$ cat src/rtl/tmr_pkg.sv
`timescale 1ns/1ps
package tmr_pkg;

    localparam int ADDR_W = 3;

    typedef enum logic [1:0] {
        MODE_EDGE  = 2'b00,
        MODE_CDOWN = 2'b01,
        MODE_CUP   = 2'b10,
        MODE_CBOTH = 2'b11
    } cmode_e;

    typedef enum logic [ADDR_W-1:0] {
        A_CTRL   = 3'd0,
        A_IEN    = 3'd1,
        A_STAT   = 3'd2,
        A_RELOAD = 3'd3,
        A_COUNT  = 3'd4,
        A_DIV    = 3'd5,
        A_TOP    = 3'd6,
        A_CMPV   = 3'd7
    } addr_e;

    // Control word, bit 0 at the bottom of the list.
    typedef struct packed {
        logic   one_shot;
        logic   quiet_sw;
        logic   upd_off;
        cmode_e mode;
        logic   dir;
        logic   run;
    } ctrl_t;

    localparam int CTRL_BITS = $bits(ctrl_t);

    function automatic logic is_center(cmode_e m);
        return m != MODE_EDGE;
    endfunction

    // May a step in the given direction raise the compare flag?
    function automatic logic cmp_allowed(cmode_e m, logic down);
        case (m)
            MODE_CDOWN: return down;
            MODE_CUP:   return !down;
            default:    return 1'b1;
        endcase
    endfunction

endpackage

$ cat src/rtl/tmr_prescale.sv
`timescale 1ns/1ps
module tmr_prescale #(
    parameter int W = 16
) (
    input  logic         clk,
    input  logic         rst,
    input  logic         run,
    input  logic         clr,
    input  logic [W-1:0] ratio,
    output logic         tick
);

    logic [W-1:0] pcnt;

    // A lowered ratio still wraps at once, because of the >= compare.
    assign tick = run && !clr && (pcnt >= ratio);

    always_ff @(posedge clk) begin
        if (rst) begin
            pcnt <= '0;
        end else if (clr) begin
            pcnt <= '0;
        end else if (run) begin
            if (tick) pcnt <= '0;
            else      pcnt <= pcnt + W'(1);
        end
    end

endmodule

$ cat src/rtl/tmr_counter.sv
`timescale 1ns/1ps
module tmr_counter
    import tmr_pkg::*;
#(
    parameter int W = 16
) (
    input  logic         clk,
    input  logic         rst,
    input  logic         tick,
    input  logic         ug,
    input  logic         load,
    input  logic [W-1:0] load_val,
    input  cmode_e       mode,
    input  logic         dir_sw,
    input  logic [W-1:0] top,
    input  logic [W-1:0] cmpv,
    output logic [W-1:0] cnt,
    output logic         dir_now,
    output logic         wrap,
    output logic         cmp_hit
);

    logic         cdown;      // direction state of the symmetric modes
    logic         center;
    logic [W-1:0] nxt;
    logic         nxt_down;
    logic         at_end;
    logic         step_ok;

    assign center  = is_center(mode);
    assign dir_now = center ? cdown : dir_sw;

    always_comb begin
        nxt      = cnt;
        nxt_down = cdown;
        at_end   = 1'b0;
        if (!center) begin
            if (!dir_sw) begin
                if (cnt >= top) begin
                    nxt    = '0;
                    at_end = 1'b1;
                end else begin
                    nxt = cnt + W'(1);
                end
            end else begin
                if (cnt == '0) begin
                    nxt    = top;
                    at_end = 1'b1;
                end else begin
                    nxt = cnt - W'(1);
                end
            end
        end else begin
            if (!cdown) begin
                if (cnt >= top) begin
                    nxt      = (top == '0) ? '0 : top - W'(1);
                    nxt_down = 1'b1;
                    at_end   = 1'b1;
                end else begin
                    nxt = cnt + W'(1);
                end
            end else begin
                if (cnt == '0) begin
                    nxt      = (top == '0) ? '0 : W'(1);
                    nxt_down = 1'b0;
                    at_end   = 1'b1;
                end else begin
                    nxt = cnt - W'(1);
                end
            end
        end
    end

    // Register writes take precedence over a tick in the same cycle.
    assign step_ok = tick && !ug && !load;
    assign wrap    = step_ok && at_end;
    assign cmp_hit = step_ok && (nxt == cmpv)
                     && cmp_allowed(mode, center ? nxt_down : dir_sw);

    always_ff @(posedge clk) begin
        if (rst) begin
            cnt   <= '0;
            cdown <= 1'b0;
        end else if (ug) begin
            cnt   <= (center || !dir_sw) ? '0 : top;
            cdown <= 1'b0;
        end else if (load) begin
            cnt <= load_val;
        end else if (tick) begin
            cnt   <= nxt;
            cdown <= nxt_down;
        end
    end

endmodule

$ cat src/rtl/tmr_regs.sv
`timescale 1ns/1ps
module tmr_regs
    import tmr_pkg::*;
#(
    parameter int W = 16
) (
    input  logic              clk,
    input  logic              rst,
    input  logic              wr_en,
    input  logic [ADDR_W-1:0] addr,
    input  logic [W-1:0]      wdata,
    input  logic [W-1:0]      cnt,
    input  logic              dir_now,
    input  logic              wrap,
    input  logic              cmp_hit,
    output ctrl_t             ctrl,
    output logic              ien,
    output logic              upd_flag,
    output logic              cmp_flag,
    output logic [W-1:0]      ratio,
    output logic [W-1:0]      top,
    output logic [W-1:0]      cmpv,
    output logic              ug,
    output logic              load,
    output logic [W-1:0]      rdata
);

    addr_e a;
    ctrl_t wctrl;
    ctrl_t ctrl_d;
    ctrl_t rview;
    logic  upd_set;
    logic  wr_stat;

    assign a       = addr_e'(addr);
    assign ug      = wr_en && (a == A_RELOAD) && wdata[0];
    assign load    = wr_en && (a == A_COUNT);
    assign wr_stat = wr_en && (a == A_STAT);
    assign upd_set = !ctrl.upd_off && (wrap || (ug && !ctrl.quiet_sw));

    always_comb begin
        wctrl = ctrl_t'(wdata[CTRL_BITS-1:0]);
        // A running single-direction counter may not enter a symmetric mode.
        if (ctrl.run && (ctrl.mode == MODE_EDGE) && (wctrl.mode != MODE_EDGE))
            wctrl.mode = ctrl.mode;
        // The direction belongs to the hardware in the symmetric modes.
        if (is_center(wctrl.mode))
            wctrl.dir = ctrl.dir;
        ctrl_d = ctrl;
        if (wr_en && (a == A_CTRL))
            ctrl_d = wctrl;
        if (ctrl.one_shot && wrap)
            ctrl_d.run = 1'b0;
    end

    always_ff @(posedge clk) begin
        if (rst) begin
            ctrl     <= '0;
            ien      <= 1'b0;
            upd_flag <= 1'b0;
            cmp_flag <= 1'b0;
            ratio    <= '0;
            top      <= '0;
            cmpv     <= '0;
        end else begin
            ctrl <= ctrl_d;
            if (wr_en && (a == A_IEN)) ien   <= wdata[0];
            if (wr_en && (a == A_DIV)) ratio <= wdata;
            if (wr_en && (a == A_TOP)) top   <= wdata;
            if (wr_en && (a == A_CMPV)) cmpv <= wdata;
            // A hardware set in the same cycle wins over a software clear.
            if (upd_set)                    upd_flag <= 1'b1;
            else if (wr_stat && !wdata[0])  upd_flag <= 1'b0;
            if (cmp_hit)                    cmp_flag <= 1'b1;
            else if (wr_stat && !wdata[1])  cmp_flag <= 1'b0;
        end
    end

    always_comb begin
        rview     = ctrl;
        rview.dir = dir_now;
        rdata     = '0;
        case (a)
            A_CTRL:   rdata[CTRL_BITS-1:0] = rview;
            A_IEN:    rdata[0] = ien;
            A_STAT:   rdata[1:0] = {cmp_flag, upd_flag};
            A_RELOAD: rdata = '0;
            A_COUNT:  rdata = cnt;
            A_DIV:    rdata = ratio;
            A_TOP:    rdata = top;
            A_CMPV:   rdata = cmpv;
            default:  rdata = '0;
        endcase
    end

endmodule

$ cat src/rtl/gen_timer.sv
`timescale 1ns/1ps
module gen_timer
    import tmr_pkg::*;
#(
    parameter int CNT_W = 16
) (
    input  logic              clk,
    input  logic              rst,
    input  logic              wr_en,
    input  logic [ADDR_W-1:0] addr,
    input  logic [CNT_W-1:0]  wdata,
    output logic [CNT_W-1:0]  rdata,
    output logic              irq
);

    ctrl_t            ctrl_q;
    logic             ien_q;
    logic             upd_flag;
    logic             cmp_flag;
    logic [CNT_W-1:0] ratio;
    logic [CNT_W-1:0] top_val;
    logic [CNT_W-1:0] cmpv;
    logic [CNT_W-1:0] cnt;
    logic             ug;
    logic             load;
    logic             tick;
    logic             wrap;
    logic             cmp_hit;
    logic             dir_now;

    tmr_regs #(.W(CNT_W)) u_regs (
        .clk      (clk),
        .rst      (rst),
        .wr_en    (wr_en),
        .addr     (addr),
        .wdata    (wdata),
        .cnt      (cnt),
        .dir_now  (dir_now),
        .wrap     (wrap),
        .cmp_hit  (cmp_hit),
        .ctrl     (ctrl_q),
        .ien      (ien_q),
        .upd_flag (upd_flag),
        .cmp_flag (cmp_flag),
        .ratio    (ratio),
        .top      (top_val),
        .cmpv     (cmpv),
        .ug       (ug),
        .load     (load),
        .rdata    (rdata)
    );

    tmr_prescale #(.W(CNT_W)) u_div (
        .clk   (clk),
        .rst   (rst),
        .run   (ctrl_q.run),
        .clr   (ug),
        .ratio (ratio),
        .tick  (tick)
    );

    tmr_counter #(.W(CNT_W)) u_cnt (
        .clk      (clk),
        .rst      (rst),
        .tick     (tick),
        .ug       (ug),
        .load     (load),
        .load_val (wdata),
        .mode     (ctrl_q.mode),
        .dir_sw   (ctrl_q.dir),
        .top      (top_val),
        .cmpv     (cmpv),
        .cnt      (cnt),
        .dir_now  (dir_now),
        .wrap     (wrap),
        .cmp_hit  (cmp_hit)
    );

    assign irq = upd_flag && ien_q;

endmodule

$ cat config.mk
export PLATFORM = sky130hd
export DESIGN_NAME = gen_timer
export DESIGN_NICKNAME = d
export VERILOG_FILES = /design/src/rtl/tmr_pkg.sv /design/src/rtl/tmr_prescale.sv /design/src/rtl/tmr_counter.sv /design/src/rtl/tmr_regs.sv /design/src/rtl/gen_timer.sv
export SDC_FILE = /design/constraint.sdc
export NUM_CORES = 1
export LEC_CHECK = 0
export CAP_MARGIN = 20
export CORE_AREA = 2 2 117 119
export CTS_BUF_LIST = sky130_fd_sc_hd__clkbuf_8
export CTS_CLUSTER_SIZE = 28
export DETAILED_ROUTE_END_ITERATION = 6
export DIE_AREA = 0 0 119 121
export MAX_ROUTING_LAYER = met4
export PLACE_DENSITY = 0.79
export SYNTH_ARGS = -nofsm -noshare
export SYNTH_HDL_FRONTEND = slang
export SYNTH_HIERARCHICAL = 1
export SYNTH_SLANG_ARGS = --single-unit
$ cat constraint.sdc
create_clock -name clk -period 5.3 [get_ports clk]
set_clock_uncertainty 0.15 [all_clocks]
set_input_delay 0.795 -clock clk [delete_from_list [all_inputs] [get_ports clk]]
set_output_delay 0.795 -clock clk [all_outputs]
set_load 0.1 [all_outputs]
==> insert_results.sql <==
INSERT INTO impl_metrics (metric_group, metric, value, unit) VALUES
('place', 'portBuffers', '38', ''),
('layout', 'post_route_cells_drive_above_1_share', '12.6', '%'),
('die', 'floorplan.io_pins', '39', ''),
('critical_path', 'setup.worst_path.end_class', 'flip-flop', ''),
('die', 'dieHeight', '121', 'um'),
('timing', 'post-route-min-period', '4.90', 'ns'),
('synthesis', 'synth_top_flop_cell', 'sky130_fd_sc_hd__dfxtp_1', ''),
('timing', 'setup_tns', '0', 'ns'),
('routing', 'postRouteWirelength', '28900', 'um'),
('place', 'place.detailed.hpwl', '21500', 'um'),
('timing', 'finalMaxSlewViolations', '0', ''),
('routing', 'route.detailed.drc', '0', ''),
('synthesis', 'synth.top_cell.area_share', '23.5', '%'),
('clock_network', 'cts-root-buf', 'sky130_fd_sc_hd__clkbuf_8', ''),
('synthesis', 'synth.ff_latch_count', '91', ''),
('grt', 'total_congestion_overflow_after_global_routing', '0', ''),
('synthesis', 'netlist_top_cells_count', 'sky130_fd_sc_hd__nand2_1 (154), sky130_fd_sc_hd__dfxtp_1 (91), sky130_fd_sc_hd__a21oi_1 (79)', ''),
('place', 'place_area', '8300', 'um2'),
('synthesis', 'number_of_library_cell_types_mapped_by_synthesis', '89', ''),
('routing', 'first_pass_iters', '6', ''),
('pwr', 'power.leakage', '3.08', 'nW'),
('timing', 'setup_viol', '0', ''),
('grt', 'antenna_found_initial', '0', ''),
('routing', 'drt-initial-drc-count', '1171', ''),
('grt', 'grt_pass1_vias', '7711', ''),
('die', 'initial_utilization', '59.3', '%'),
('place', 'dpl.cell_count', '1200', ''),
('clock_network', 'tritoncts', 'yes', ''),
('pwr', 'max-vdd-ir-drop', '0.156', 'mV'),
('synthesis', 'postSynthNetCount', '1081', ''),
('clock_network', 'worstSkewPairLatency', '0.37', 'ns'),
('place', 'placement.setup.worst_slack', '0.615', 'ns'),
('critical_path', 'cp_cell_sequence', 'inv_1 > ha_1 > nand2b_1 > a2111oi_0 > o31ai_2 > buf_4 > nor2_1 > o31ai_1 > o211a_1 > or3_1 > nor4_1 > and4b_1 > inv_1 > a21oi_1', ''),
('clock_network', 'cts.sinks', '91', ''),
('pwr', 'post_route_total_power', '2.05', 'mW'),
('routing', 'via_per_inst', '6.89', ''),
('timing', 'tightest_slew', '1.03', 'ns'),
('synthesis', 'asyncSetResetFlopFracSynth', '0', '%'),
('synthesis', 'synth.area.top_cells', 'sky130_fd_sc_hd__dfxtp_1 (23%), sky130_fd_sc_hd__nand2_1 (7.5%), sky130_fd_sc_hd__ha_1 (6.6%)', ''),
('synthesis', 'synth_warnings', '6', ''),
('critical_path', 'timing_worst_setup_path_type', 'reg2reg', ''),
('die', 'std_cell_rows', '42', ''),
('pwr', 'ratio_of_total_power_to_cell_area', '241', 'nW/um2'),
('timing', 'relSlewSlack', '31.0', '%'),
('layout', 'finalCoreUtilization', '65.1', '%'),
('clock_network', 'cts.path.max_buffers', '2', ''),
('grt', 'grt_pass1_wl', '44400', 'um'),
('status', 'status', 'completed', ''),
('critical_path', 'worstPathBufferInverterCount', '3', ''),
('timing', 'timing.final.crit_share', '92.4', '%'),
('layout', 'layout-area-overhead-vs-synth', '9.73', '%'),
('critical_path', 'critPathMostFrequentCell', 'sky130_fd_sc_hd__inv_1', ''),
('die', 'dieArea', '14400', 'um2'),
('clock_network', 'post_cts.repair.setup_buffers', '0', ''),
('critical_path', 'worst_setup_path_start_kind', 'flip-flop', ''),
('layout', 'nFillCells', '1175', ''),
('synthesis', 'syn_area', '7760', 'um2'),
('synthesis', 'yosysSeqAreaShare', '23.5', '%'),
('die', 'die_x', '119', 'um'),
('layout', 'fin_nets', '1098', ''),
('layout', 'layout.cells.non_filler', '1216', ''),
('timing', 'setup_repair_after_global_routing_missed_its_margin', 'no', ''),
('critical_path', 'crit_fanout', '14', ''),
('clock_network', 'cts.hold.buffers_added', '0', ''),
('synthesis', 'synth_most_common_cell', 'sky130_fd_sc_hd__nand2_1', ''),
('die', 'core', '13100', 'um2'),
('timing', 'fin_worst_hold_slack', '0.332', 'ns'),
('clock_network', 'clkTransAtPathRegs', '0.09', 'ns'),
('hold_path', 'hp-class', 'reg2reg', ''),
('grt', 'grt_util_all_layers', '41.1', '%'),
('synthesis', 'syn_area_per_cell', '7.62', 'um2');
worst paths after layout:
kind                                       from               to  slack [ns]  cells after the start
worst max-delay path               u_cnt/cnt[0]  u_regs/cmp_flag        0.40                     14
worst min-delay path            u_regs/ratio[1]  u_regs/ratio[1]        0.33                      2
worst max register to register     u_cnt/cnt[0]  u_regs/cmp_flag        0.40                     14
worst min register to register  u_regs/ratio[1]  u_regs/ratio[1]        0.33                      2
area by class of cell:
type | count | share of cell area, %
Clock buffer | 11 | 1.78
Clock inverter | 5 | 0.764
Inverter | 55 | 2.43
Multi-Input combinational cell | 801 | 63.7
Sequential cell | 91 | 21.4
Tap cell | 176 | 2.59
Timing Repair Buffer | 77 | 7.32
worst reg2reg max path, delay by kind of cell (launching register included):
| family | cells | cell delay [ns] |
|---|---|---|
| compound gates | 5 | 1.60 |
| simple gates | 5 | 1.89 |
| flops | 1 | 0.49 |
| buf+inv | 3 | 0.42 |
| fa+ha+maj | 1 | 0.29 |
metal layers:
metal  vias to the layer above  wire length (um)  track usage [%]
met5                         -                 0                -
met4                         0              1350             18.6
met3                       105              3310             7.94
met2                       605             12700             62.4
met1                      3915             11600             53.3
li1                       3753                 -                -
placed cells by master (no fill, tap or decap), types with 5 or more instances in the layout:
cell | Yosys | layout
sky130_fd_sc_hd__xnor2_1 | 37 | 37
sky130_fd_sc_hd__mux2_2 | 5 | 5
sky130_fd_sc_hd__xor2_1 | 15 | 15
sky130_fd_sc_hd__or3_1 | 9 | 9
sky130_fd_sc_hd__a21oi_1 | 79 | 79
sky130_fd_sc_hd__inv_1 | 54 | 54
sky130_fd_sc_hd__nor2_1 | 69 | 69
sky130_fd_sc_hd__nor3_1 | 32 | 32
sky130_fd_sc_hd__o22ai_1 | 6 | 6
sky130_fd_sc_hd__dfxtp_1 | 91 | 91
sky130_fd_sc_hd__o211ai_1 | 11 | 11
sky130_fd_sc_hd__nor2_2 | 9 | 9
sky130_fd_sc_hd__a211oi_1 | 22 | 22
sky130_fd_sc_hd__a221oi_1 | 5 | 5
sky130_fd_sc_hd__nor4_1 | 17 | 17
sky130_fd_sc_hd__buf_4 | 0 | 55
sky130_fd_sc_hd__and3_1 | 5 | 5
sky130_fd_sc_hd__a22oi_1 | 5 | 5
sky130_fd_sc_hd__o311ai_0 | 6 | 6
sky130_fd_sc_hd__a31oi_1 | 20 | 20
sky130_fd_sc_hd__nor2b_1 | 5 | 5
sky130_fd_sc_hd__clkbuf_8 | 0 | 11
sky130_fd_sc_hd__o31a_1 | 5 | 5
sky130_fd_sc_hd__nand3_1 | 31 | 31
sky130_fd_sc_hd__and2_1 | 14 | 14
sky130_fd_sc_hd__nand4_1 | 16 | 16
sky130_fd_sc_hd__mux2i_1 | 10 | 10
sky130_fd_sc_hd__ha_1 | 41 | 41
sky130_fd_sc_hd__or4_1 | 6 | 6
sky130_fd_sc_hd__nand2b_1 | 9 | 9
sky130_fd_sc_hd__mux4_2 | 15 | 15
sky130_fd_sc_hd__o21ai_0 | 41 | 41
sky130_fd_sc_hd__o31ai_1 | 9 | 9
sky130_fd_sc_hd__clkdlybuf4s50_1 | 0 | 20
sky130_fd_sc_hd__nand2_1 | 154 | 154
registers in the layout, indices dropped and copies added, names as in the netlist:
| name | count |
|---|---|
| u_cnt/cnt | 16 |
| u_regs/ctrl | 7 |
| u_regs/ratio | 16 |
| u_regs/upd_flag | 1 |
| u_regs/ien | 1 |
| u_regs/cmp_flag | 1 |
| u_div/pcnt | 16 |
| u_cnt/cdown | 1 |
| u_regs/cmpv | 16 |
| u_regs/top | 16 |
report_power, final:
group	switching, mW	leakage (nW)	internal [mW]
clock network	0.263	0.111	0.250
registers	0.0344	0.737	0.701
logic	0.528	2.23	0.278
total	0.825	3.08	1.23
kinds of logic (layout without fill, tap and decap cells):
logic type,Yosys count,count (layout),synth area share [%]
AOI/OAI and AO/OA,263,263,23.1
muxes,30,30,6.37
adders and majority gates,41,41,6.61
xor gates and xnor gates,53,53,6.23
buffers and inverters,126,148,6.87
and+or+nand+nor,414,414,27.3
DFF,91,91,23.5
Note: power is estimated with default switching activity, not from simulation.
